==> config.mk <==
export PLATFORM = sky130hd
export DESIGN_NAME = duplex_frame_tx
export DESIGN_NICKNAME = d
export VERILOG_FILES = /design/src/rtl/dfa_pkg.sv /design/src/rtl/dfa_cfg_check.sv /design/src/rtl/dfa_hdr_gen.sv /design/src/rtl/dfa_tx_buf.sv /design/src/rtl/duplex_frame_tx.sv
export SDC_FILE = /design/constraint.sdc
export NUM_CORES = 1
export LEC_CHECK = 0
export BUFFER_PORTS_ARGS = -buffer_cell sky130_fd_sc_hd__buf_2
export CORE_MARGIN = 5
export CORE_UTILIZATION = 35
export DETAILED_ROUTE_END_ITERATION = 6
export SLEW_MARGIN = 20
export SYNTH_ARGS = -nofsm -noshare
export SYNTH_HDL_FRONTEND = slang
export SYNTH_HIERARCHICAL = 1
export SYNTH_SLANG_ARGS = --single-unit
==> constraint.sdc <==
create_clock -name clk -period 4.2 [get_ports clk]
set_clock_uncertainty 0.1 [all_clocks]
set_input_delay 0.63 -clock clk [delete_from_list [all_inputs] [get_ports clk]]
set_output_delay 0.63 -clock clk [all_outputs]
set_load 0.02 [all_outputs]
==> src/rtl/dfa_pkg.sv <==
package dfa_pkg;

  typedef enum logic [1:0] {
    ST_IDLE = 2'd0,
    ST_SEND = 2'd1,
    ST_FIN  = 2'd2
  } tx_state_e;

  // bytes in the sync word of either role
  localparam int SYNC_LEN = 3;
  // bytes taken by the ones run plus start bit at the shortest setting
  localparam int PB_BASE_BYTES = 2;

  // sync word byte at position pos for the chosen role
  function automatic logic [7:0] sync_byte(input logic slave, input logic [1:0] pos);
    logic [7:0] b;
    if (slave) begin
      case (pos)
        2'd0:    b = 8'h00;
        2'd1:    b = 8'h7F;
        default: b = 8'hFF;
      endcase
    end else begin
      b = (pos == 2'd0) ? 8'hFF : 8'h00;
    end
    return b;
  endfunction

endpackage

==> src/rtl/dfa_cfg_check.sv <==
module dfa_cfg_check
  import dfa_pkg::*;
#(
  parameter int BUF_BYTES = 16,
  parameter int MAX_DATA  = 8,
  parameter int PB_MAX    = 10,
  parameter int PB_W      = 4,
  parameter int CNT_W     = 4,
  parameter int LW        = 7
) (
  input  logic             role_slave,
  input  logic [PB_W-1:0]  pb_code,
  input  logic [CNT_W-1:0] data_cnt,
  output logic [LW-1:0]    total,
  output logic             bad
);

  logic [LW-1:0] pb_bytes;
  logic [LW-1:0] hdr_len;

  always_comb begin
    pb_bytes = LW'(pb_code) + LW'(PB_BASE_BYTES);
    hdr_len  = role_slave ? LW'(SYNC_LEN) : (pb_bytes + LW'(SYNC_LEN));
    total    = hdr_len + LW'(data_cnt);
    bad      = (data_cnt == '0)
            || (int'(data_cnt) > MAX_DATA)
            || (!role_slave && (int'(pb_code) > PB_MAX))
            || (int'(total) > BUF_BYTES);
  end

endmodule

==> src/rtl/dfa_hdr_gen.sv <==
module dfa_hdr_gen
  import dfa_pkg::*;
#(
  parameter int PB_W = 4,
  parameter int AW   = 4,
  parameter int LW   = 7
) (
  input  logic            role_slave,
  input  logic [PB_W-1:0] pb_code,
  input  logic [AW-1:0]   idx,
  output logic            is_hdr,
  output logic            start_byte,
  output logic [7:0]      hdr_byte
);

  logic [LW-1:0] pb_bytes;
  logic [LW-1:0] pos;
  logic [LW-1:0] rel;

  always_comb begin
    pb_bytes   = role_slave ? '0 : (LW'(pb_code) + LW'(PB_BASE_BYTES));
    pos        = LW'(idx);
    rel        = pos - pb_bytes;
    is_hdr     = pos < (pb_bytes + LW'(SYNC_LEN));
    start_byte = !role_slave && (pos == (pb_bytes - LW'(1)));
    if (pos < pb_bytes) begin
      // ones run; its last byte carries the zero start bit in bit 0
      hdr_byte = start_byte ? 8'hFE : 8'hFF;
    end else begin
      hdr_byte = sync_byte(role_slave, rel[1:0]);
    end
  end

endmodule

==> src/rtl/dfa_tx_buf.sv <==
module dfa_tx_buf #(
  parameter int DEPTH = 16,
  parameter int AW    = 4
) (
  input  logic          clk,
  input  logic          we,
  input  logic [AW-1:0] waddr,
  input  logic [7:0]    wdata,
  input  logic [AW-1:0] raddr,
  output logic [7:0]    rdata
);

  logic [7:0] mem [DEPTH];

  always_ff @(posedge clk) begin
    if (we) begin
      mem[waddr] <= wdata;
    end
  end

  assign rdata = mem[raddr];

endmodule

==> src/rtl/duplex_frame_tx.sv <==
module duplex_frame_tx
  import dfa_pkg::*;
#(
  parameter int BUF_BYTES = 16,
  parameter int MAX_DATA  = 8,
  parameter int PB_MAX    = 10,
  parameter int PB_W      = 4,
  parameter int CNT_W     = 4
) (
  input  logic                          clk,
  input  logic                          rst_n,
  input  logic                          role_slave,
  input  logic [PB_W-1:0]               pb_code,
  input  logic [CNT_W-1:0]              data_cnt,
  input  logic                          start,
  input  logic                          wr_en,
  input  logic [$clog2(BUF_BYTES)-1:0]  wr_addr,
  input  logic [7:0]                    wr_data,
  input  logic                          bit_en,
  output logic                          tx_bit,
  output logic                          tx_valid,
  output logic                          done,
  output logic                          cfg_err
);

  localparam int AW = $clog2(BUF_BYTES);
  localparam int LW = AW + 3;

  tx_state_e       st_q, st_d;
  logic            role_q, role_d;
  logic [PB_W-1:0] pb_q, pb_d;
  logic [AW-1:0]   byte_q, byte_d;
  logic [AW-1:0]   last_q, last_d;
  logic [2:0]      bit_q, bit_d;
  logic            tx_bit_q, tx_bit_d;
  logic            tx_valid_q, tx_valid_d;
  logic            done_q, done_d;
  logic            err_q, err_d;

  logic [LW-1:0]   cfg_total;
  logic            cfg_bad;
  logic            is_hdr;
  logic            start_byte;
  logic [7:0]      hdr_byte;
  logic [7:0]      buf_byte;
  logic [7:0]      cur_byte;
  logic            buf_we;

  dfa_cfg_check #(
    .BUF_BYTES (BUF_BYTES),
    .MAX_DATA  (MAX_DATA),
    .PB_MAX    (PB_MAX),
    .PB_W      (PB_W),
    .CNT_W     (CNT_W),
    .LW        (LW)
  ) u_cfg (
    .role_slave (role_slave),
    .pb_code    (pb_code),
    .data_cnt   (data_cnt),
    .total      (cfg_total),
    .bad        (cfg_bad)
  );

  dfa_hdr_gen #(
    .PB_W (PB_W),
    .AW   (AW),
    .LW   (LW)
  ) u_hdr (
    .role_slave (role_q),
    .pb_code    (pb_q),
    .idx        (byte_q),
    .is_hdr     (is_hdr),
    .start_byte (start_byte),
    .hdr_byte   (hdr_byte)
  );

  // the buffer is written only while idle
  assign buf_we = wr_en && (st_q == ST_IDLE);

  dfa_tx_buf #(
    .DEPTH (BUF_BYTES),
    .AW    (AW)
  ) u_buf (
    .clk   (clk),
    .we    (buf_we),
    .waddr (wr_addr),
    .wdata (wr_data),
    .raddr (byte_q),
    .rdata (buf_byte)
  );

  assign cur_byte = is_hdr ? hdr_byte : buf_byte;

  // next-state logic
  always_comb begin
    st_d       = st_q;
    role_d     = role_q;
    pb_d       = pb_q;
    byte_d     = byte_q;
    last_d     = last_q;
    bit_d      = bit_q;
    tx_bit_d   = tx_bit_q;
    tx_valid_d = 1'b0;
    done_d     = 1'b0;
    err_d      = 1'b0;
    unique case (st_q)
      ST_IDLE: begin
        if (start) begin
          if (cfg_bad) begin
            err_d = 1'b1;
          end else begin
            role_d = role_slave;
            pb_d   = pb_code;
            byte_d = '0;
            bit_d  = 3'd7;
            last_d = AW'(cfg_total - LW'(1));
            st_d   = ST_SEND;
          end
        end
      end
      ST_SEND: begin
        if (bit_en) begin
          tx_valid_d = 1'b1;
          tx_bit_d   = cur_byte[bit_q];
          if (bit_q == 3'd0) begin
            bit_d = 3'd7;
            if (byte_q == last_q) begin
              st_d = ST_FIN;
            end else begin
              byte_d = byte_q + AW'(1);
            end
          end else begin
            bit_d = bit_q - 3'd1;
          end
        end
      end
      ST_FIN: begin
        done_d = 1'b1;
        st_d   = ST_IDLE;
      end
      default: st_d = ST_IDLE;
    endcase
  end

  // state registers
  always_ff @(posedge clk or negedge rst_n) begin
    if (!rst_n) begin
      st_q       <= ST_IDLE;
      role_q     <= 1'b0;
      pb_q       <= '0;
      byte_q     <= '0;
      last_q     <= '0;
      bit_q      <= 3'd7;
      tx_bit_q   <= 1'b0;
      tx_valid_q <= 1'b0;
      done_q     <= 1'b0;
      err_q      <= 1'b0;
    end else begin
      st_q       <= st_d;
      role_q     <= role_d;
      pb_q       <= pb_d;
      byte_q     <= byte_d;
      last_q     <= last_d;
      bit_q      <= bit_d;
      tx_bit_q   <= tx_bit_d;
      tx_valid_q <= tx_valid_d;
      done_q     <= done_d;
      err_q      <= err_d;
    end
  end

  assign tx_bit   = tx_bit_q;
  assign tx_valid = tx_valid_q;
  assign done     = done_q;
  assign cfg_err  = err_q;

  // a bit strobe only follows a bit-clock enable
  a_r7_valid_needs_en: assert property (@(posedge clk) disable iff (!rst_n)
    tx_valid_q |-> $past(bit_en));

  // done comes right after the last bit strobe
  a_r8_done_after_bit: assert property (@(posedge clk) disable iff (!rst_n)
    done_q |-> $past(tx_valid_q));

  // done lasts one cycle
  a_r8_done_one_cycle: assert property (@(posedge clk) disable iff (!rst_n)
    done_q |=> !done_q);

  // a refused request leaves the block silent and idle
  a_r6_err_silent: assert property (@(posedge clk) disable iff (!rst_n)
    err_q |-> (st_q == ST_IDLE && !tx_valid_q && !done_q));

  // an accepted request starts sending
  a_r6_accept_sends: assert property (@(posedge clk) disable iff (!rst_n)
    (st_q == ST_IDLE && start && !cfg_bad) |=> (st_q == ST_SEND));

  // the bit sent from bit 0 of the last ones-run byte is the zero start bit
  a_r4_start_bit_zero: assert property (@(posedge clk) disable iff (!rst_n)
    (st_q == ST_SEND && bit_en && start_byte && bit_q == 3'd0) |=> !tx_bit_q);

endmodule

# Yosys cells after proc, flatten, opt, wreduce, memory -nomap -nowiden
# Memory sizes are Yosys's and may differ from the RTL's.
# Index checks and enable logic that the tools add are counted.
[word_totals]
regBits = 22
ramBits = 128
in_bits = 26
out_inout_bits = 4
elab_cells = 92
mem_count = 1
[classes]
add_sub_neg = 10
magnitude_cmp = 6
n_eq_ne = 11
muxes = 35
bitwise = 1
n_reduce_logical = 18
[memory_table]
columns = ["memory", "depth", "width", "read_ports", "rd_ports_with_merged_regs", "write_ports", "line", "rtl"]
rows = [
  ["u_buf.mem", 16, 8, 1, 0, 1, "dfa_tx_buf.sv:13", "logic [7:0] mem [DEPTH];"],
]
[op_table]
columns = ["op", "count"]
rows = [
  ["$mux W8", 4],
  ["$mux W4", 5],
  ["$pmux W8 S2", 1],
  ["$add A7 B2 Y7 const B", 2],
  ["$lt A4 B7 Y1", 2],
  ["$mux W3", 4],
  ["$ne A2 B2 Y1 const B", 6],
  ["$add A4 B2 Y5 const B", 2],
  ["$mux W1", 10],
  ["$mux W2", 5],
  ["$gt A4 B4 Y1 const B", 2],
  ["$pmux W4 S2", 1],
  ["$add A7 B4 Y7", 1],
  ["$eq A4 B7 Y1", 1],
  ["$gt A7 B5 Y1 const B", 1],
  ["$mux W7", 1],
  ["$sub A7 B1 Y7 const B", 1],
  ["$pmux W3 S2", 1],
  ["$reduce_and A6 Y1", 1],
  ["$mux W5", 1],
  ["$reduce_and A5 Y1", 1],
  ["$add A4 B1 Y4 const B", 1],
  ["$eq A2 B1 Y1 const B", 2],
  ["$eq A4 B4 Y1", 1],
  ["other kinds (18)", 24],
]

# Logic depth before layout (Yosys ltp)
# Gate-level depths: netlist of the first run.
[depth]
ltp_word = 10
ltp_mapped = 14
depth_no_buf = 13

# Modules after synthesis
# The synthesis of the first run kept the hierarchy.
[by_module_without_submodules]
columns = ["mod", "instances", "cells_each", "area_per_inst_um2", "seq_area_each_um2"]
rows = [
  ["dfa_tx_buf", 1, 221, 4987.3, 3843.7],
  ["duplex_frame_tx", 1, 128, 1258.7, 554.3],
  ["dfa_hdr_gen", 1, 67, 543.0, 0.0],
  ["dfa_cfg_check", 1, 45, 327.8, 0.0],
]

# Worst setup path before layout of the first run
# No wires, ideal clock.
[synth_path]
path_kind = "input-to-reg"
startpoint = "in pb_code[0]"
endpoint = "reg bit_q[2]"
setup_time_ps = 80
arrival_ps = 3154
t_required_ps = 4020
path_slack_ps = 867
cell_stages = 13
path_buffers = 0
path_cell_list = "inv_1 ha_1 nand2b_1 inv_1 fa_1 xnor2_1 nor4b_2 mux2i_1 a221o_1 or3b_4 a21oi_4 a31oi_1 o22a_1"
[synth_between]
elab_chain_len = 8
elab_cells_between_ends = 11
classes_between = "add/sub (3); order compare (2); eq/ne (1); mux (1); reduce/logical (4)"
[synth_rtl]
columns = ["item", "line", "rtl"]
rows = [
  ["start: declaration", "duplex_frame_tx.sv:13", "input logic [PB_W-1:0] pb_code,"],
  ["$add A4 B2 Y5", "dfa_cfg_check.sv:22", "pb_bytes = LW'(pb_code) + LW'(PB_BASE_BYTES);"],
  ["$add A7 B2 Y7", "dfa_cfg_check.sv:23", "hdr_len = role_slave ? LW'(SYNC_LEN) : (pb_bytes + LW'(SYNC_LEN));"],
  ["$mux W7", "dfa_cfg_check.sv:23", ""],
  ["$add A7 B4 Y7", "dfa_cfg_check.sv:24", "total = hdr_len + LW'(data_cnt);"],
  ["net cfg_total[2]", "duplex_frame_tx.sv:40", "logic [LW-1:0] cfg_total;"],
  ["$gt A7 B5 Y1", "dfa_cfg_check.sv:28", "|| (int'(total) > BUF_BYTES);"],
  ["$logic_or A1 B1 Y1", "dfa_cfg_check.sv:28", ""],
  ["net cfg_bad", "duplex_frame_tx.sv:41", "logic cfg_bad;"],
  ["$ne A2 B2 Y1 (no source line)", "--", ""],
  ["$reduce_and A4 Y1 (no source line)", "--", ""],
  ["end signal: assignment", "duplex_frame_tx.sv:164", "bit_q <= bit_d;"],
  ["end: declaration", "duplex_frame_tx.sv:34", "logic [2:0] bit_q, bit_d;"],
]
# The timed path passes the listed nets, and every way through them passes these cells.
# A chain may end at the register's enable or synchronous reset.

# Worst setup path after layout of the first run
[layout_path]
startpoint = "reg pb_q[1]"
endpoint = "reg tx_bit_q, in the netlist tx_bit"
[layout_between]
elab_chain_len = 10
elab_cells_between_ends = 19
classes_between = "add/sub (4); order compare (2); eq/ne (2); mux (9); reduce/logical (2)"
[layout_rtl]
columns = ["item", "line", "rtl"]
rows = [
  ["start: declaration", "duplex_frame_tx.sv:31", "logic [PB_W-1:0] pb_q, pb_d;"],
  ["start signal: assignment", "duplex_frame_tx.sv:161", "pb_q <= pb_d;"],
  ["$add A4 B2 Y5 (*)", "dfa_hdr_gen.sv:21", "pb_bytes = role_slave ? '0 : (LW'(pb_code) + LW'(PB_BASE_BYTES));"],
  ["$mux W5 (*)", "dfa_hdr_gen.sv:21", ""],
  ["$sub A2 B2 Y2", "dfa_hdr_gen.sv:23", "rel = pos - pb_bytes;"],
  ["$eq A2 B1 Y1 or $logic_not A2 Y1 (tied branches)", "dfa_pkg.sv:18, dfa_pkg.sv:24", ""],
  ["$pmux W8 S2 or $mux W8 (tied branches)", "dfa_pkg.sv:18, dfa_pkg.sv:24", ""],
  ["$mux W8", "dfa_pkg.sv:17", "if (slave) begin"],
  ["$mux W8 (*)", "dfa_hdr_gen.sv:26", "if (pos < pb_bytes) begin"],
  ["net hdr_byte[1]", "duplex_frame_tx.sv:44", "logic [7:0] hdr_byte;"],
  ["$mux W8 (*)", "duplex_frame_tx.sv:92", "assign cur_byte = is_hdr ? hdr_byte : buf_byte;"],
  ["$bmux W1 S3 (*)", "duplex_frame_tx.sv:124", "tx_bit_d = cur_byte[bit_q];"],
  ["$mux W1 (implied by the code) (*)", "duplex_frame_tx.sv:124", ""],
  ["end signal: assignment", "duplex_frame_tx.sv:165", "tx_bit_q <= tx_bit_d;"],
  ["end: declaration", "duplex_frame_tx.sv:35", "logic tx_bit_q, tx_bit_d;"],
]
# The timed path passes the listed nets; every way through them passes the cells marked *. The select of a mux whose other input is x is not followed.

==> qor.yml, run 1 <==
sta:
  min_period_ps: 3487
  grt_setup_unrepaired: "false"
  worst_pin_slew_ps: 901.1
  setup_viol: 0
  finalMaxSlewViolations: 0
  slew_headroom_pct: 39.71
  period_share_pct: 83.02
  tns_ps: 0
  hold_violations: 0
  fmax_ghz: 0.2868
worst_setup_path:
  regToRegSetupSlack_ps: 710
  max_stage_delay_ps: 560
  critPathArrivalTime_ps: 3690
  crit_type: "flop to flop"
  path_cells: "ha_1 > xnor2_1 > nor2_1 > inv_1 > ha_1 > o21ai_0 > a21oi_1 > o21ai_1 > or3b_2 > mux4_2 > o2111ai_1 > o211ai_1"
  critical_path.startpoint: "pb_q[1]$_DFFE_PN0P_"
  r2r-end: "tx_bit$_DFFE_PN0P_"
  cp_max_fo: 9
  r2r_start: "pb_q[1]$_DFFE_PN0P_"
  rr_worst_depth: 12
  slowest_stage: "or3b_2"
  crit_top_cell: "ha_1"
  worstSetupEndpointType: "flop"
  critPathLaunchType: "flop"
  critPathRequiredTime_ps: 4400
floorplanning:
  die-area_sq_um: 23230
  io_pins: 30
  die_w_um: 152.4
  rows: 52
  core_area_sq_um: 20100
  die_y_um: 152.4
  start_util_pct: 35.31
detailed_routing:
  drt_pass1_iterations: 5
  num_vias: 4039
  drc: 0
  drt_iter0_drc: 273
  ant_nets: 0
  wirelength_um: 14090
  routed_via_density: 5.198
  wl_per_cell_um: 18.14
clock_tree:
  htree_levels: 4
  clock_latency_ps: 420
  post_cts_resized: 0
  cts.clk_slew.worst_paths_ps: 70
  ctsHoldBuffers: 0
  cts_made_buffers: 17
  clk_path_buf_depth: 2
  cts_tree: "done"
  clock-sinks: 150
  clockRootBuffer: "clkbuf_16"
  post_cts_buffers: 0
logic_synthesis:
  synth_warnings: 6
  mappedNetlistArea_sq_um: 7098
  avgSynthCellArea_sq_um: 15.50
  syn-num-nets: 505
  netlist_instances: 458
global_route:
  antenna_found_initial: 0
  overflow: 0
  grt_pass1_wl_um: 22530
  grtUsageTotal_pct: 12.42
  grt_max_degree: 26
  grt_pass1_vias: 4106
finish:
  diodes: 0
  final_core_util_pct: 40.20
  nets: 541
  syn_to_final_growth_pct: 13.87
  drive_gt1_share_pct: 21.10
job:
  maxCapViolations: 0
power:
  p_leak_nw: 2.896
  vdd_drop_max_uv: 351.8
  powerDensity_nw_per_um2: 652.9
  power.total_mw: 5.277
worst_hold_path:
  hp-class: "input port to asynchronous set/reset pin"
run_status:
  outcome: "completed"
placed_design:
  gp_congestion: 0.7554
  numPortBuffers: 29
  hpwlAfterDp_um: 9599
==> worst max-delay path, delay by kind of cell, from the launching register on <==
kind	cells	cell delay, ps
simple gates	2	870
compound gates	5	610
fa+ha+maj	2	560
mux	1	500
flops	1	480
xor+xnor	1	170
buf+inv	1	80
==> sequential cells by signal, summed over array words and instances (netlist names) <==
signal	cells
u_buf/mem	128
byte_q	4
last_q	4
pb_q	4
bit_q	3
st_q	2
cfg_err	1
done	1
role_q	1
tx_bit	1
tx_valid	1
==> layer usage <==
layer,routed length (um),part of all wire (%),global-route usage [%]
met1,6194,44,15.93
met2,7053,50,20.70
met3,712,5.1,3.550
met4,133,0.94,3.564
met5,0,0,0
==> worst max path at each step <==
stage | end | slack, ps | cells past startpoint
floorplan | bit_q[2]$_DFFE_PN1P_ | 870 | 13
global placement | bit_q[2]$_DFFE_PN1P_ | 600 | 14
detailed placement | bit_q[2]$_DFFE_PN1P_ | 490 | 14
CTS | tx_bit$_DFFE_PN0P_ | 710 | 12
global route | tx_bit$_DFFE_PN0P_ | 490 | 12
finish | tx_bit$_DFFE_PN0P_ | 710 | 12
==> placed cells by master, fill, tap and decap left out, types with 3 or more instances in the layout <==
cell	instances
edfxtp_1	128
nor2b_1	5
nor3_1	11
dfrtp_1	18
inv_1	16
mux4_1	14
nand2b_1	11
nand3b_1	5
nand4b_1	3
o21a_1	4
xnor2_1	14
a31oi_1	3
nor2_1	26
nand3_1	8
buf_2	29
clkbuf_16	17
mux4_2	20
inv_6	5
a21o_1	3
ha_1	20
dfstp_2	3
and2_1	3
and3_1	3
buf_4	7
xor2_1	4
nand2_1	38
a22oi_1	16
mux2i_1	7
a21oi_1	8
o21ai_0	9
inv_8	5
==> through the flow <==
stage	std cells	setup WS (ps)	hold WS, ps	cell area (sq um)
6_report	777	713.2	71.60	8083
5_1_grt	777	493.6	96.82	8083
2_1_floorplan	458	866.6	234.4	7098
4_1_cts	777	712.2	74.37	8083
3_5_place_dp	745	489.8	415.1	7482
3_3_place_gp	745	602.5	399.3	7482
==> where the power goes <==
group          switching (mW)  internal [mW]
Clock                   0.679          0.853
Sequential              0.185           1.73
Combinational           0.931          0.904
==> layout make-up <==
class | instances | area [sq um]
fill | 1821 | 12020
tap | 270 | 337.8
timing repair buffer | 37 | 217.7
clock buffer | 17 | 425.4
sequential | 150 | 4399
inverter | 16 | 60.06
multi-input combinational | 272 | 2467
clock inverter | 15 | 175.2
(Power assumes the default switching activity.)
==> inputs of run 2 (changes only) <==
==> constraint.sdc (replaced) <==
create_clock -name clk -period 3.05 [get_ports clk]
set_clock_uncertainty 0.1 [all_clocks]
set_input_delay 0.4575 -clock clk [delete_from_list [all_inputs] [get_ports clk]]
set_output_delay 0.4575 -clock clk [all_outputs]
set_load 0.02 [all_outputs]
==> run 2 against run 1 <==
  * Setup slack got worse by 620 ps
  * Power increased by 47%
  * Critical path depth is 3 lower
  * Global-route usage increased by 0.35 points
  * Sequential share of layout area is 3.0 points lower
  * Design area is 5.8% higher
  * Sequential cell count stayed put
  * Critical path type unchanged
==> qor.yml, run 2 (same netlist as run 1, synthesis figures left out) <==
finish:
  syn_to_final_growth_pct: 20.47
  mostFrequentLayoutCell: "edfxtp_1"
  largest-register: "u_buf/mem"
  nets: 586  # +8.3%
  drive_gt1_share_pct: 30.25  # +9.1 points
  layout_common_cells: "edfxtp_1 (128), buf_4 (50), nand2_1 (38)"
  diodes: 0  # unchanged
  largest_reg_flops: 128  # unchanged
  fin_area_sq_um: 8551  # +5.8%
detailed_routing:
  num_vias: 4143  # +2.6%
  wl_per_cell_um: 17.77  # -2.0%
  ant_nets: 0  # unchanged
  wirelength_um: 14610  # +3.6%
  drt_iter0_drc: 270  # -1.1%
  drt_pass1_iterations: 4  # -1
  routed_via_density: 5.040  # -3.0%
  drc: 0  # unchanged
worst_setup_path:
  cp_max_fo: 7  # -2
  critPathArrivalTime_ps: 3160  # -530 ps
  critPathRequiredTime_ps: 3250  # -1150 ps
  crit_type: "flop to flop"
  worstSetupEndpointType: "flop"
  rr_worst_depth: 9  # -3
  critPathLaunchType: "flop"
  regToRegSetupSlack_ps: 90  # -620 ps
placed_design:
  numPortBuffers: 29  # unchanged
  postPlaceCellArea_sq_um: 7843  # +4.8%
  gp_congestion: 0.7964  # +5.4%
  hpwlAfterDp_um: 10080  # +5.0%
global_route:
  overflow: 0  # unchanged
  grt_pass1_wl_um: 23280  # +3.3%
  grt_pass1_vias: 4286  # +4.4%
  antenna_found_initial: 0  # unchanged
  grtUsageTotal_pct: 12.77  # +0.35 points
  grt_max_degree: 38  # +46%
power:
  seqPwrFrac_pct: 32.7  # -3.5 points
  power_switching_share_pct: 34.35  # +0.33 points
  combPwrFrac_pct: 40.6  # +5.8 points
  p_int_mw: 5.109  # +47%
  vdd_drop_max_uv: 440.6  # +25%
  powerDensity_nw_per_um2: 910.1  # +39%
  p_leak_nw: 3.130  # +8.0%
  power_frac_clock_pct: 26.7  # -2.3 points
  p_sw_mw: 2.673  # +49%
clock_tree:
  clock_latency_ps: 420  # about the same
  clk_path_buf_depth: 2  # unchanged
  htree_levels: 4  # unchanged
  cts_made_buffers: 17  # unchanged
  clock-sinks: 150  # unchanged
  clockRootBuffer: "clkbuf_16"
  cts.clk_slew.worst_paths_ps: 70  # about the same
  cts_tree: "done"
floorplanning:
  die_w_um: 152.4  # unchanged
  io_pins: 30  # unchanged
  start_util_pct: 35.31  # unchanged
  die-area_sq_um: 23230  # unchanged
  die_y_um: 152.4  # unchanged
  rows: 52  # unchanged
  core_area_sq_um: 20100  # unchanged
sta:
  period_share_pct: 97.07  # +14 points
  tns_ps: 0  # unchanged
  worst_pin_slew_ps: 689.7  # -211.4 ps
  slew_headroom_pct: 53.93  # +14 points
  finalMaxSlewViolations: 0  # unchanged
  setup_viol: 0  # unchanged
  fmax_ghz: 0.3378  # +18%
  min_period_ps: 2961  # -526.0 ps
  hold_violations: 0  # unchanged
worst_hold_path:
  hp-class: "input port to flop"
  holdPathStages: 3
run_status:
  outcome: "completed"
job:
  maxCapViolations: 0  # unchanged
## run 2: what timing repair did
item	CTS	global route
pin swaps	0	6
hold buffers	1	0
setup buffers	1	2
setup endpoints to repair	1	1
resized for setup	1	10
hold endpoints to repair	19	0
## run 2: final cells by class
type / instances / area, sq um
well taps: 270 / 337.8
clock inverters: 15 / 181.4
flip-flops and latches: 150 / 4400
fillers: 1804 / 11550
clock buffers: 17 / 425.4
inverters: 16 / 60.06
multi-input cells: 272 / 2575
repair buffers: 82 / 570.5
## run 2: layer usage
layer | share of wire [%] | GRT usage [%] | up-vias
met5 | 0 | 0 | -
met4 | 0.75 | 3.309 | 0
met3 | 5.1 | 3.493 | 13
met2 | 50 | 21.17 | 90
met1 | 44 | 16.75 | 2091
li1 | - | - | 1949
## run 2: path summary, 6_finish.rpt
| kind | startpoint | endpoint |
|---|---|---|
| setup reg to reg | pb_q[1]$_DFFE_PN0P_ | tx_bit$_DFFE_PN0P_ |
| hold reg to reg | last_q[3]$_DFFE_PN0P_ | last_q[3]$_DFFE_PN0P_ |
| hold / removal | pb_code[3] | pb_q[3]$_DFFE_PN0P_ |
| max in group asynchronous | rst_n | pb_q[1]$_DFFE_PN0P_ |
| setup / recovery | pb_q[1]$_DFFE_PN0P_ | tx_bit$_DFFE_PN0P_ |
| min in group asynchronous | rst_n | cfg_err$_DFF_PN0_ |
## run 2: worst max-delay path, stage by stage (launching register included)
cell,delay (ps)
dfrtp_2,450
or2_4,280
buf_4,150
ha_1,290
xnor2_1,260
nor3_1,110
or3b_4,420
mux4_2,500
o2111ai_2,180
o211ai_1,100
## run 2: per-stage QoR
stage | instances | total power [mW] | hold WS, ps | util (%) | setup slack (ps)
floorplan | 458 | 4.913 | 61.91 | - | -31.01
global placement | 786 | 5.473 | 357.5 | 39.01 | -203.7
detailed placement | 786 | 5.544 | 367.9 | 39.01 | -290.7
CTS | 820 | 7.631 | 169.9 | 42.12 | 12.85
global route | 822 | 8.267 | 175.6 | 42.53 | -59.15
finish | 822 | 7.782 | 182.0 | 42.53 | 89.24
## run 2: power by group through the flow
stage               Sequential (mW)  Clock, mW  Combinational, mW
CTS                            2.53       2.11               2.99
global placement               2.57          0               2.90
finish                         2.55       2.08               3.16
global route                   2.56       2.22               3.48
floorplan                      2.57          0               2.34
detailed placement             2.58          0               2.97
